## src/rtl/bcd_cnt_pkg.sv

```systemverilog
// Package: bcd_cnt_pkg
// Holds the types and constants that all modules of the decimal digit
// counter share.
// Assumes: one digit uses a 4-bit code and the last legal value is 9.
package bcd_cnt_pkg;

    localparam int DIGIT_W_DEF   = 4;
    localparam int LAST_CODE_DEF = 9;

    // Action taken at the next clock edge
    typedef enum logic [1:0] {
        OP_HOLD  = 2'd0,
        OP_COUNT = 2'd1,
        OP_LOAD  = 2'd2
    } digit_op_e;

endpackage

```

## src/rtl/bcd_op_select.sv

```systemverilog
// Module: bcd_op_select
// Picks the action for the next clock edge from the control inputs.
// Load comes before count, and count needs both enables.
// Assumes: the asynchronous clear is handled in the register.
module bcd_op_select
    import bcd_cnt_pkg::*;
(
    input  logic      load_n,
    input  logic      cnt_en,
    input  logic      carry_in,
    output digit_op_e op
);

    // Priority decode: load, then count, then hold
    always_comb begin
        if (!load_n) begin
            op = OP_LOAD;
        end else if (cnt_en && carry_in) begin
            op = OP_COUNT;
        end else begin
            op = OP_HOLD;
        end
    end

endmodule

```

## src/rtl/bcd_successor.sv

```systemverilog
// Module: bcd_successor
// Gives the value that follows the present digit.
// LAST_CODE goes to 0. Any other code, illegal ones included, goes to
// code plus one, and the all-ones code wraps to 0.
// Assumes: LAST_CODE fits in DIGIT_W bits.
module bcd_successor #(
    parameter int DIGIT_W   = 4,
    parameter int LAST_CODE = 9
) (
    input  logic [DIGIT_W-1:0] cur,
    output logic [DIGIT_W-1:0] nxt
);

    localparam logic [DIGIT_W-1:0] LAST = DIGIT_W'(LAST_CODE);

    // Decade wrap at LAST, binary increment everywhere else
    always_comb begin
        if (cur == LAST) begin
            nxt = '0;
        end else begin
            nxt = cur + DIGIT_W'(1);
        end
    end

endmodule

```

## src/rtl/bcd_digit_reg.sv

```systemverilog
// Module: bcd_digit_reg
// Digit register. An asynchronous active-low clear sets it to 0. At the
// clock edge it loads, takes the successor, or holds, as op selects.
// Assumes: op and the inputs to the successor settle before the edge.
module bcd_digit_reg
    import bcd_cnt_pkg::*;
#(
    parameter int DIGIT_W = 4
) (
    input  logic               clk,
    input  logic               clr_n,
    input  digit_op_e          op,
    input  logic [DIGIT_W-1:0] din,
    input  logic [DIGIT_W-1:0] succ,
    output logic [DIGIT_W-1:0] q
);

    // State update; clear does not wait for the clock
    always_ff @(posedge clk or negedge clr_n) begin
        if (!clr_n) begin
            q <= '0;
        end else begin
            case (op)
                OP_LOAD:  q <= din;
                OP_COUNT: q <= succ;
                default:  q <= q;
            endcase
        end
    end

endmodule

```

## src/rtl/bcd_decade_counter.sv

```systemverilog
// Module: bcd_decade_counter
// One cascadable decimal digit with parallel load, two count enables and
// a carry flag that depends on carry_in through logic alone.
// Assumes: in a chain, cnt_en, load_n and clr_n go to all digits, and each
// carry_out feeds the next digit's carry_in.
module bcd_decade_counter
    import bcd_cnt_pkg::*;
#(
    parameter int DIGIT_W   = DIGIT_W_DEF,
    parameter int LAST_CODE = LAST_CODE_DEF
) (
    input  logic               clk,
    input  logic               clr_n,
    input  logic               load_n,
    input  logic               cnt_en,
    input  logic               carry_in,
    input  logic [DIGIT_W-1:0] din,
    output logic [DIGIT_W-1:0] count,
    output logic               carry_out
);

    localparam logic [DIGIT_W-1:0] LAST = DIGIT_W'(LAST_CODE);

    digit_op_e          op;
    logic [DIGIT_W-1:0] succ;
    logic [DIGIT_W-1:0] q;

    bcd_op_select u_sel (
        .load_n   (load_n),
        .cnt_en   (cnt_en),
        .carry_in (carry_in),
        .op       (op)
    );

    bcd_successor #(
        .DIGIT_W   (DIGIT_W),
        .LAST_CODE (LAST_CODE)
    ) u_succ (
        .cur (q),
        .nxt (succ)
    );

    bcd_digit_reg #(
        .DIGIT_W (DIGIT_W)
    ) u_reg (
        .clk   (clk),
        .clr_n (clr_n),
        .op    (op),
        .din   (din),
        .succ  (succ),
        .q     (q)
    );

    // Output digit and a look-ahead carry built from logic only
    always_comb begin
        count     = q;
        carry_out = carry_in && (q == LAST);
    end

endmodule

```

## config.mk

```make
export PLATFORM = sky130hd
export DESIGN_NAME = bcd_decade_counter
export DESIGN_NICKNAME = d
export VERILOG_FILES = /design/src/rtl/bcd_cnt_pkg.sv /design/src/rtl/bcd_op_select.sv /design/src/rtl/bcd_successor.sv /design/src/rtl/bcd_digit_reg.sv /design/src/rtl/bcd_decade_counter.sv
export SDC_FILE = /design/constraint.sdc
export NUM_CORES = 1
export LEC_CHECK = 0
export BUFFER_PORTS_ARGS = -buffer_cell sky130_fd_sc_hd__buf_2
export CORE_AREA = 4 4 41 43
export CTS_CLUSTER_SIZE = 8
export DETAILED_ROUTE_END_ITERATION = 8
export DIE_AREA = 0 0 45 47
export PLACE_DENSITY_LB_ADDON = 0.05
export SLEW_MARGIN = 20
export SYNTH_ARGS = -nofsm -noshare
export SYNTH_HDL_FRONTEND = slang
export SYNTH_SLANG_ARGS = --single-unit
```

## constraint.sdc

```tcl
create_clock -name clk -period 1.38 [get_ports clk]
set_clock_uncertainty 0.15 [all_clocks]
set_input_delay 0.138 -clock clk [delete_from_list [all_inputs] [get_ports clk]]
set_output_delay 0.138 -clock clk [all_outputs]
set_load 0.02 [all_outputs]
```

==> summary.md, run 1 <==
| Metric | Value |
|---|---|
| Ports | `14` |
| Residual DRC | `0` |
| Status | `finished with violations` |
| Cell Area, Placed | `371.6 µm²` |
| Die Y-Extent | `47 µm` |
| Final GP Congestion | `approximately 0.74` |
| Largest registers | `u_reg.q x4` |
| Final min period | `about 1.5 ns` |
| Port Buffer Count | `13` |
| Sink Count | `4` |
| Clock Tree Buf Depth | `2` |
| Avg WL per Cell | `11.95 µm` |
| Die ar. | `0.002115 mm²` |
| Worst Path Class, Setup | `flip-flop to output port` |
| Max FFs per register | `4` |
| Core area | `0.001301 mm²` |
| Share of the synthesized area in the top cell type | `0.4020` |
| WL final | `777 µm` |
| Count of different cell masters after synthesis | `15` |
| Rows | `13` |
| Worst-case reg-to-reg path depth | `4` |
| Synth Area per Inst | `~9.6 µm²` |
| RSZ-0062 raised after global routing | `yes` |
| Crit-path max FO | `2` |
| Largest net degree at the start of global routing | `9` |
| CP required | `1.09 ns` |
| Final #Nets | `60` |
| Initial antenna violation count | `0` |
| CP Capture Type | `output port` |
| Slew margin rel. | `0.8963` |
| Post-route cell area | `approximately 430 µm²` |
| Layout cells sized above 1 | `0.5600` |
| Root Driver | `clkbuf_4` |
| Static Leak | `0.2053 nW` |
| Antenna diodes | `0` |
| Worst min path class | `primary input to flip-flop` |
| Sequential area share after synthesis | `0.4020` |
| Slew Limit Fails | `0` |
| Starting Density | `0.1913` |
| Number of global-route vias before repair | `292` |
| Tcrit/Tclk final | `1.056` |
| Initial DRC Count | `13` |
| DR pass1 iterations | `4` |
| Crit path launch type | `flip-flop` |
| Hold Slack | `approximately 0.011 ns` |
| Non-Filler Instances | `65` |
| Worst Slack Setup Final | `-0.07662 ns` |
| Area of the mapped netlist | `249.0 µm²` |
| Fill count | `~150` |
| Clock latency on the worst-skew pair | `0.23 ns` |
| Slew of the pin with the lowest slew margin | `approximately 0.16 ns` |
| Peak supply drop | `0.4880 mV` |
| Syn nets | `35` |
| H-tree depth | `1` |
| Biggest register | `u_reg.q` |
| Failing checks | `setup timing` |
| First-pass GRT wire length | `1.262 mm` |
| Final setup vio count | `3` |
| PD cells | `1069 mW/mm²` |
| Hold path depth | `3` |
| Area growth syn-to-layout | `73.87%` |
| Vias | `285` |
| Register clock-pin slew on the reported worst setup and hold paths | `0.03 ns` |
| Setup_tns | `-0.1497 ns` |
| Vias per inst | `approximately 4.4` |
| Critical path data arrival time | `1.17 ns` |
| Antenna viol nets, final | `0` |
| Post-Synthesis Cells | `26` |
| DP HPWL | `601 µm` |
| DIE WIDTH | `45 µm` |
| CTS buffer count | `3` |
| Fmax | `around 0.69 GHz` |
| Final hold violations | `0` |
| Yosys warns | `0` |
| Global Route Usage Sum | `0.08386` |
| Ranking of synthesized cells by area | `dfrtp_1 (40%), a311o_1 (8.0%), and4b_1 (8.0%)` |
| Post-Place Cells | `58` |
| GR Overflow Total | `0` |
| Final Power | `~460 µW` |
| CTS tree | `yes` |
| Seq cells post-synth | `4` |
| Cell taking the most area after synthesis | `dfrtp_1` |
| Max-cap check violation count | `0` |
==> Yosys cell counts, drive strengths merged <==
| cell type | count |
|---|---|
| a21oi | 2 |
| a311o | 2 |
| a31oi | 1 |
| and2b | 1 |
| and4b | 2 |
| buf | 1 |
| dfrtp | 4 |
| nand2 | 2 |
| nand3 | 1 |
| nand4 | 1 |
| nand4b | 1 |
| nor2 | 4 |
| nor2b | 1 |
| or3 | 1 |
| xor2 | 2 |
==> cells by family after synthesis <==
| kind of cell | after synthesis | synth area share |
|---|---|---|
| AND/OR/NAND/NOR | 14 | 0.3518 |
| AO/OA/AOI/OAI | 5 | 0.1457 |
| flip-flops | 4 | 0.4020 |
| XOR/XNOR | 2 | 0.07036 |
| buffers and inverters | 1 | 0.03016 |
==> metal layers <==
metal  vias up  routed length [µm]  part of all wire  GRT usage
li1        146                   -                 -          -
met1       128                 327              0.42    0.09817
met2        11                 380              0.49     0.1243
met3         0                  69             0.089    0.02682
met4         0                   0                 0    0.07018
met5         -                   0                 0          0
==> critical path, cell delays in order, from the launching register on <==
cell     delay [ns]
dfrtp_2        0.40
buf_6          0.12
nor2b_4        0.10
and4b_1        0.20
buf_6          0.12
==> path summary, 6_finish.rpt <==
path                                              from                     end  slack [ns]
worst max-delay path            u_reg.q[2]$_DFFE_PN0P_               carry_out       -0.08
worst min-delay path                            din[2]  u_reg.q[2]$_DFFE_PN0P_        0.01
worst max register to register  u_reg.q[3]$_DFFE_PN0P_  u_reg.q[3]$_DFFE_PN0P_       -0.07
worst min register to register  u_reg.q[1]$_DFFE_PN0P_  u_reg.q[1]$_DFFE_PN0P_        0.46
max in group asynchronous                        clr_n  u_reg.q[2]$_DFFE_PN0P_        0.86
min in group asynchronous                        clr_n  u_reg.q[1]$_DFFE_PN0P_        0.08
==> final cells by class <==
type / instances / area, µm² / share of cell area
multi-input cells: 21 / 146.4 / 0.3381
repair buffers: 21 / 137.6 / 0.3179
flip-flops and latches: 4 / 103.9 / 0.2399
clock buffers: 4 / 26.28 / 0.06069
well taps: 15 / 18.77 / 0.04335
==> through the flow <==
step           worst slack [ns]    util
2_1_floorplan          -0.06176       -
4_1_cts                -0.09653  0.3327
3_5_place_dp          -0.001672  0.2856
3_3_place_gp            0.02786  0.2856
5_1_grt                 -0.1309  0.3327
6_report               -0.07662  0.3327
==> report_power, final <==
group	internal, mW	total [mW]	switching [mW]
Combinational	0.0844	0.160	0.0756
Sequential	0.136	0.148	0.0124
Clock	0.108	0.155	0.0466
Total	0.328	0.463	0.135
==> repair_timing <==
item	CTS	global route
pin swaps	2	1
buffers inserted	2	0
hold endpoints to repair	4	0
resized for setup	3	0
cloned	0	0
setup endpoints to repair	2	3
hold buffers	1	0
==> placed cells by master (no fill, tap or decap), types with 2 or more instances in the layout <==
master | synthesis | layout
nor2_1 | 4 | 4
buf_2 | 0 | 12
xor2_1 | 2 | 2
buf_4 | 1 | 6
a311o_1 | 2 | 2
buf_6 | 0 | 2
clkbuf_4 | 0 | 3
dfrtp_2 | 0 | 3
a21oi_1 | 2 | 2
and4b_1 | 2 | 2
nand2_1 | 2 | 2
No activity file was read; power rests on OpenSTA's default activity.
==> inputs of run 2 (changes only) <==
- CTS_CLUSTER_DIAMETER: unset -> 100
- HOLD_SLACK_MARGIN: unset -> 0.08
- SYNTH_HIERARCHICAL: unset -> 1
==> run 2 against run 1 <==
Net effect:
- the flow still finishes with violations (setup timing)
- synthesized area grew 17%
- combinational power grew 28%
- critical endpoint is now u_reg/q[1]$_DFFE_PN0P_
- first-iteration DRC count fell by 100%
- largest power group unchanged
- flip-flop and latch count is the same
==> summary.md, run 2 <==
| Metric | Value |
|---|---|
| Cell taking the most area after synthesis | `dfrtp_1` |
| Seq cells post-synth | `4` |
| Largest net degree at the start of global routing | `9` |
| Hold Slack | `between 0.09 and 0.1 ns` |
| Adder-cell area share of the yosys netlist | `0.04310` |
| PD cells | `1021 mW/mm²` |
| Number of global-route vias before repair | `roughly 300` |
| Final setup vio count | `3` |
| Cell Area, Placed | `397.9 µm²` |
| Status | `finished with violations` |
| Max FFs per register | `4` |
| Sequential area share after synthesis | `0.3448` |
| Largest registers | `u_reg/q x4` |
| DR top layer | `met3` |
| Main combinational cell family by area after synthesis | `multiplexers` |
| DR pass1 iterations | `1` |
| First-pass GRT wire length | `1.200 mm` |
| Register clock-pin slew on the reported worst setup and hold paths | `0.04 ns` |
| Post-Synth Simple-Gate Area | `0.1810` |
| Synth Area per Inst | `8.796 µm²` |
| RSZ-0062 raised after global routing | `yes` |
| GR Overflow Total | `0` |
| Port Buffer Count | `13` |
| Fmax | `0.6805 GHz` |
| Final min period | `between 1 and 1.5 ns` |
| Slew of the pin with the lowest slew margin | `around 0.25 ns` |
| Post-Place Cells | `63` |
| Most common cell after layout, fill and taps aside | `buf_2` |
| Antenna viol nets, final | `0` |
| CTS buffer count | `3` |
| Biggest register | `u_reg/q` |
| Synth Flop Type | `dfrtp_1` |
| Worst Path Class, Setup | `flip-flop to flip-flop` |
| Ranking of synthesized cells by area | `dfrtp_1 (34%), mux2i_1 (14%), o21ai_1 (6.9%)` |
| Clock latency on the worst-skew pair | `0.23 ns` |
| Ports | `14` |
| Final GP Congestion | `about 0.69` |
| Global Route Usage Sum | `0.08155` |
| CP Capture Type | `flip-flop` |
| Starting Density | `0.2231` |
| Antenna diodes | `0` |
| DIE WIDTH | `45 µm` |
| Tcrit/Tclk final | `1.065` |
| Worst min path class | `primary input to asynchronous set/reset pin` |
| Metal1 wirelength | `358 µm` |
| H-tree depth | `1` |
| Post-route cell area | `about 510 µm²` |
| Failing checks | `setup timing` |
| Fill count | `~150` |
| Residual DRC | `0` |
| Static Leak | `0.2475 nW` |
| Clock Tree Buf Depth | `2` |
| Rows | `13` |
| Compound-Gate Fraction of Synth Area | `0.1207` |
| Area of the mapped netlist | `290.3 µm²` |
| Fraction of registers with async set/reset | `1.000` |
| Sink Count | `4` |
| Initial DRC Count | `0` |
| CTS tree | `yes` |
| Final #Nets | `71` |
| Non-Filler Instances | `74` |
| Yosys warns | `6` |
| Met3 wire length | `53 µm` |
| CP required | `~1.3 ns` |
| WL final | `840 µm` |
| Crit path launch type | `flip-flop` |
| Initial antenna violation count | `0` |
| Most frequent cell after synthesis | `nand2_1` |
| Root Driver | `clkbuf_4` |
| Xor/xnor share of the synthesized area | `0.03017` |
| Critical path data arrival time | `1.43 ns` |
| Layout cells sized above 1 | `0.5254` |
| Commonest cells post-synth | `nand2_1 (5), dfrtp_1 (4), inv_1 (4), mux2i_1 (4), o21ai_1 (4)` |
| Area growth syn-to-layout | `74.14%` |
| Met2 WL | `429 µm` |
| Crit-path max FO | `3` |
| Syn nets | `43` |
| Post-synth EDFFs | `0` |
| Vias | `329` |
| Die ar. | `0.002115 mm²` |
| Share of the synthesized area in the top cell type | `0.3448` |
| Final hold violations | `0` |
| Most frequent cells in the layout | `buf_2 (12), buf_4 (6), dlygate4sd3_1 (5)` |
| Peak supply drop | `between 0.4 and 0.5 mV` |
| Multiplexer area fraction after synthesis | `0.1897` |
| DP HPWL | `648.6 µm` |
| Die Y-Extent | `about 47 µm` |
| Core area | `0.001301 mm²` |
| Avg WL per Cell | `11.35 µm` |
| Post-Synthesis Cells | `33` |
| Count of different cell masters after synthesis | `16` |
| Max-cap check violation count | `0` |
| Slew margin rel. | `0.8355` |
| Slew Limit Fails | `0` |
| Worst Slack Setup Final | `-0.08951 ns` |
| Vias per inst | `4.446` |
==> run 2: cell types whose count changed after synthesis, sizes merged, moves of 2 or more <==
cell and change:
nor2 -2, and4b -2, mux2i +4, nand2 +3, a21oi -2, a311o -2, xor2 -2, inv +4
o21ai +5
==> run 2: area by class of cell <==
type / count / area, µm² / share of cell area
well taps: 15 / 18.77 / 0.03713
clock buffers: 3 / 22.52 / 0.04455
repair buffers: 24 / 166.4 / 0.3292
multi-input cells: 24 / 177.7 / 0.3515
inverters: 4 / 15.01 / 0.02970
flip-flops and latches: 4 / 105.1 / 0.2079
==> run 2: timing repair <==
item                       4_1_cts  5_1_grt
resized for setup                2        4
hold endpoints to repair         8        0
hold buffers                     5        0
setup endpoints to repair        1        3
pin swaps                        1        4
buffers inserted                 2        1
==> run 2: cell families after synthesis <==
group	Yosys count
simple gates	11
compound gates	6
buf+inv	5
mux	5
flops	4
xor+xnor	1
fa+ha+maj	1
==> run 2: worst max-delay path, cell delays in order (launching register included) <==
cell and delay, ns:
dfrtp_2 0.41, buf_4 0.14, nor2b_4 0.10, nor2_1 0.05
mux2_4 0.26, mux2i_1 0.16, o21ai_1 0.08
==> run 2: routing by layer <==
layer	global-route usage	up-vias
li1	-	170
met1	0.08467	152
met2	0.1384	7
met3	0.01916	0
met4	0.07018	0
met5	0	-
==> run 2: worst paths after layout <==
kind,startpoint,end,slack (ns),depth (start not counted)
hold / removal,clr_n,u_reg/q[1]$_DFFE_PN0P_,0.09,2
setup reg to reg,u_reg/q[2]$_DFFE_PN0P_,u_reg/q[1]$_DFFE_PN0P_,-0.09,6
max in group asynchronous,clr_n,u_reg/q[2]$_DFFE_PN0P_,0.85,2
hold reg to reg,u_reg/q[1]$_DFFE_PN0P_,u_reg/q[1]$_DFFE_PN0P_,0.48,2
setup / recovery,u_reg/q[2]$_DFFE_PN0P_,u_reg/q[1]$_DFFE_PN0P_,-0.09,6
min in group clk,load_n,u_reg/q[1]$_DFFE_PN0P_,0.33,5
==> run 2: per-stage QoR <==
stage	utilization	setup WS, ns	setup TNS, ns	power, mW
after floorplan	-	0.004468	0	0.2663
after global placement	0.3058	0.05408	0	0.3300
after detailed placement	0.3058	0.003375	0	0.3348
after CTS	0.3779	-0.1061	-0.2029	0.5101
after global routing	0.3885	-0.1493	-0.4244	0.5455
final	0.3885	-0.08951	-0.2408	0.5159
==> run 2: power breakdown <==
part | switching (mW) | internal, mW | total, mW
combinational | 0.0909 | 0.114 | 0.205
clock | 0.0451 | 0.0971 | 0.142
sequential | 0.0299 | 0.139 | 0.168
==> inputs of run 3 (changes only) <==
- clock period: 1.38 -> 1.26 ns (I/O delays scaled with it)
==> run 3 against run 2 <==
Net effect:
- setup slack worse by 0.12 ns
- final cell count is 5.4% higher
- clock power is 6% higher
- sequential power up 6%
- the flow still finishes with violations (setup timing)
- maximum frequency down 0.34%
- combinational power increased by 32%
- global-route usage up 0.40 points
- routed wire length shrank 2.0%
- final area rose by 9.9%
- total power rose by 16%
- via count shrank 2.4%
==> summary.md, run 3 (synthesis results as in run 2) <==
| Metric | Value |
|---|---|
| Die ar. | `0.002115 mm²` |
| Worst r2r src | `u_reg/q[2]$_DFFE_PN0P_` |
| Worst min path class | `primary input to flip-flop` |
| Largest registers | `u_reg/q x4` |
| Most common cell after layout, fill and taps aside | `buf_2` |
| Post-Place Cells | `66` |
| H-tree depth | `1` |
| WL final | `823 µm` |
| CTS buffer count | `3` |
| Die Y-Extent | `47 µm` |
| Final setup vio count | `4` |
| PD cells | `1075 mW/mm²` |
| Status | `finished with violations` |
| Worst Path Class, Setup | `flip-flop to flip-flop` |
| Final GP Congestion | `0.6554` |
| Non-Filler Instances | `78` |
| Initial DRC Count | `3` |
| Slew margin rel. | `0.8235` |
| Layout cells sized above 1 | `0.5238` |
| Setup_tns | `-0.6134 ns` |
| RSZ-0062 raised after global routing | `yes` |
| CTS tree | `yes` |
| Static Leak | `between 0.2 and 0.3 nW` |
| First-pass GRT wire length | `1.283 mm` |
| Hold Slack | `0.3216 ns` |
| Worst Slack Setup Final | `-0.2145 ns` |
| Post-route cell area | `between 500 and 600 µm²` |
| Number of global-route vias before repair | `321` |
| Cell Area, Placed | `roughly 420 µm²` |
| Fmax | `just under 0.7 GHz` |
| Final min period | `1.475 ns` |
| Final core occ | `0.4269` |
| Core area | `0.001301 mm²` |
| DR pass1 iterations | `4` |
| Sink Count | `4` |
| CP Capture Type | `flip-flop` |
| Root Driver | `clkbuf_4` |
| Tcrit/Tclk final | `1.170` |
| Peak supply drop | `roughly 0.45 mV` |
| Max-cap check violation count | `0` |
| Final #Nets | `75` |
| Antenna viol nets, final | `0` |
| GR Overflow Total | `0` |
| Slew of the pin with the lowest slew margin | `0.2647 ns` |
| Antenna diodes | `0` |
| Max FFs per register | `4` |
| Area growth syn-to-layout | `91.38%` |
| Rows | `13` |
| Residual DRC | `0` |
| Crit-path max FO | `3` |
| CP startpoint | `u_reg/q[2]$_DFFE_PN0P_` |
| Ports | `14` |
| Global Route Usage Sum | `0.08558` |
| Vias | `~320` |
| Slew Limit Fails | `0` |
| Register clock-pin slew on the reported worst setup and hold paths | `0.03 ns` |
| Vias per inst | `just over 4` |
| Avg WL per Cell | `10.55 µm` |
| Failing checks | `setup timing` |
| Crit path launch type | `flip-flop` |
| Clock latency on the worst-skew pair | `0.23 ns` |
| DP HPWL | `656.1 µm` |
| Hold_sp | `load_n` |
| Largest net degree at the start of global routing | `9` |
| Port Buffer Count | `13` |
| Clock Tree Buf Depth | `2` |
| Initial antenna violation count | `0` |
| Critical path data arrival time | `about 1.4 ns` |
| Starting Density | `0.2231` |
| Most frequent cells in the layout | `buf_2 (10), buf_4 (7), dlygate4sd3_1 (6)` |
| Final hold violations | `0` |
| CP required | `1.21 ns` |
| DIE WIDTH | `45 µm` |
| Biggest register | `u_reg/q` |
==> run 3: worst paths after layout <==
| kind | slack [ns] | end | depth (start not counted) |
|---|---|---|---|
| setup / recovery | -0.21 | u_reg/q[1]$_DFFE_PN0P_ | 6 |
| hold / removal | 0.32 | u_reg/q[2]$_DFFE_PN0P_ | 5 |
| setup reg to reg | -0.21 | u_reg/q[1]$_DFFE_PN0P_ | 6 |
| hold reg to reg | 0.43 | u_reg/q[1]$_DFFE_PN0P_ | 2 |
| max in group asynchronous | 0.14 | u_reg/q[1]$_DFFE_PN0P_ | 3 |
| min in group asynchronous | 0.64 | u_reg/q[2]$_DFFE_PN0P_ | 3 |
==> run 3: per-stage QoR <==
stage / setup WS [ns] / total power, mW
after floorplan: -0.1031 / 0.2927
after global placement: -0.08697 / 0.3826
after detailed placement: -0.1129 / 0.3868
after CTS: -0.2236 / 0.5814
after global routing: -0.2866 / 0.6356
final: -0.2145 / 0.5969
==> run 3: worst max-delay path, cell delays in order, from the launching register on <==
cell	delay, ns
dfrtp_2	0.42
buf_6	0.12
nor2b_4	0.10
nor2_1	0.05
mux2_4	0.26
mux2i_2	0.17
o21ai_1	0.08
==> run 3: layout make-up <==
cell class | count | area, µm²
fill | 146 | 745.7
inverter | 4 | 15.01
sequential | 4 | 105.1
timing repair buffer | 28 | 219.0
tap | 15 | 18.77
multi-input combinational | 24 | 175.2
clock buffer | 3 | 22.52
==> run 3: repair_timing <==
item                                    in CTS  in global routing
setup buffers                                2                  1
pin swaps                                    3                  4
resized for setup                            3                  7
endpoints found under the hold margin        8                  0
hold buffers                                 6                  0
endpoints found under the setup margin       3                  5
==> run 3: power by group <==
group | total, mW | switching [mW] | internal [mW]
registers | 0.178 | 0.0260 | 0.152
logic | 0.270 | 0.109 | 0.160
clock network | 0.150 | 0.0436 | 0.106
==> run 3: per-layer routing <==
layer	GRT usage	up-vias	share of wire
met1	0.1032	141	0.43
met5	0	-	0
li1	-	173	-
met4	0.05263	0	0
met3	0.01533	0	0.062
met2	0.1412	7	0.51
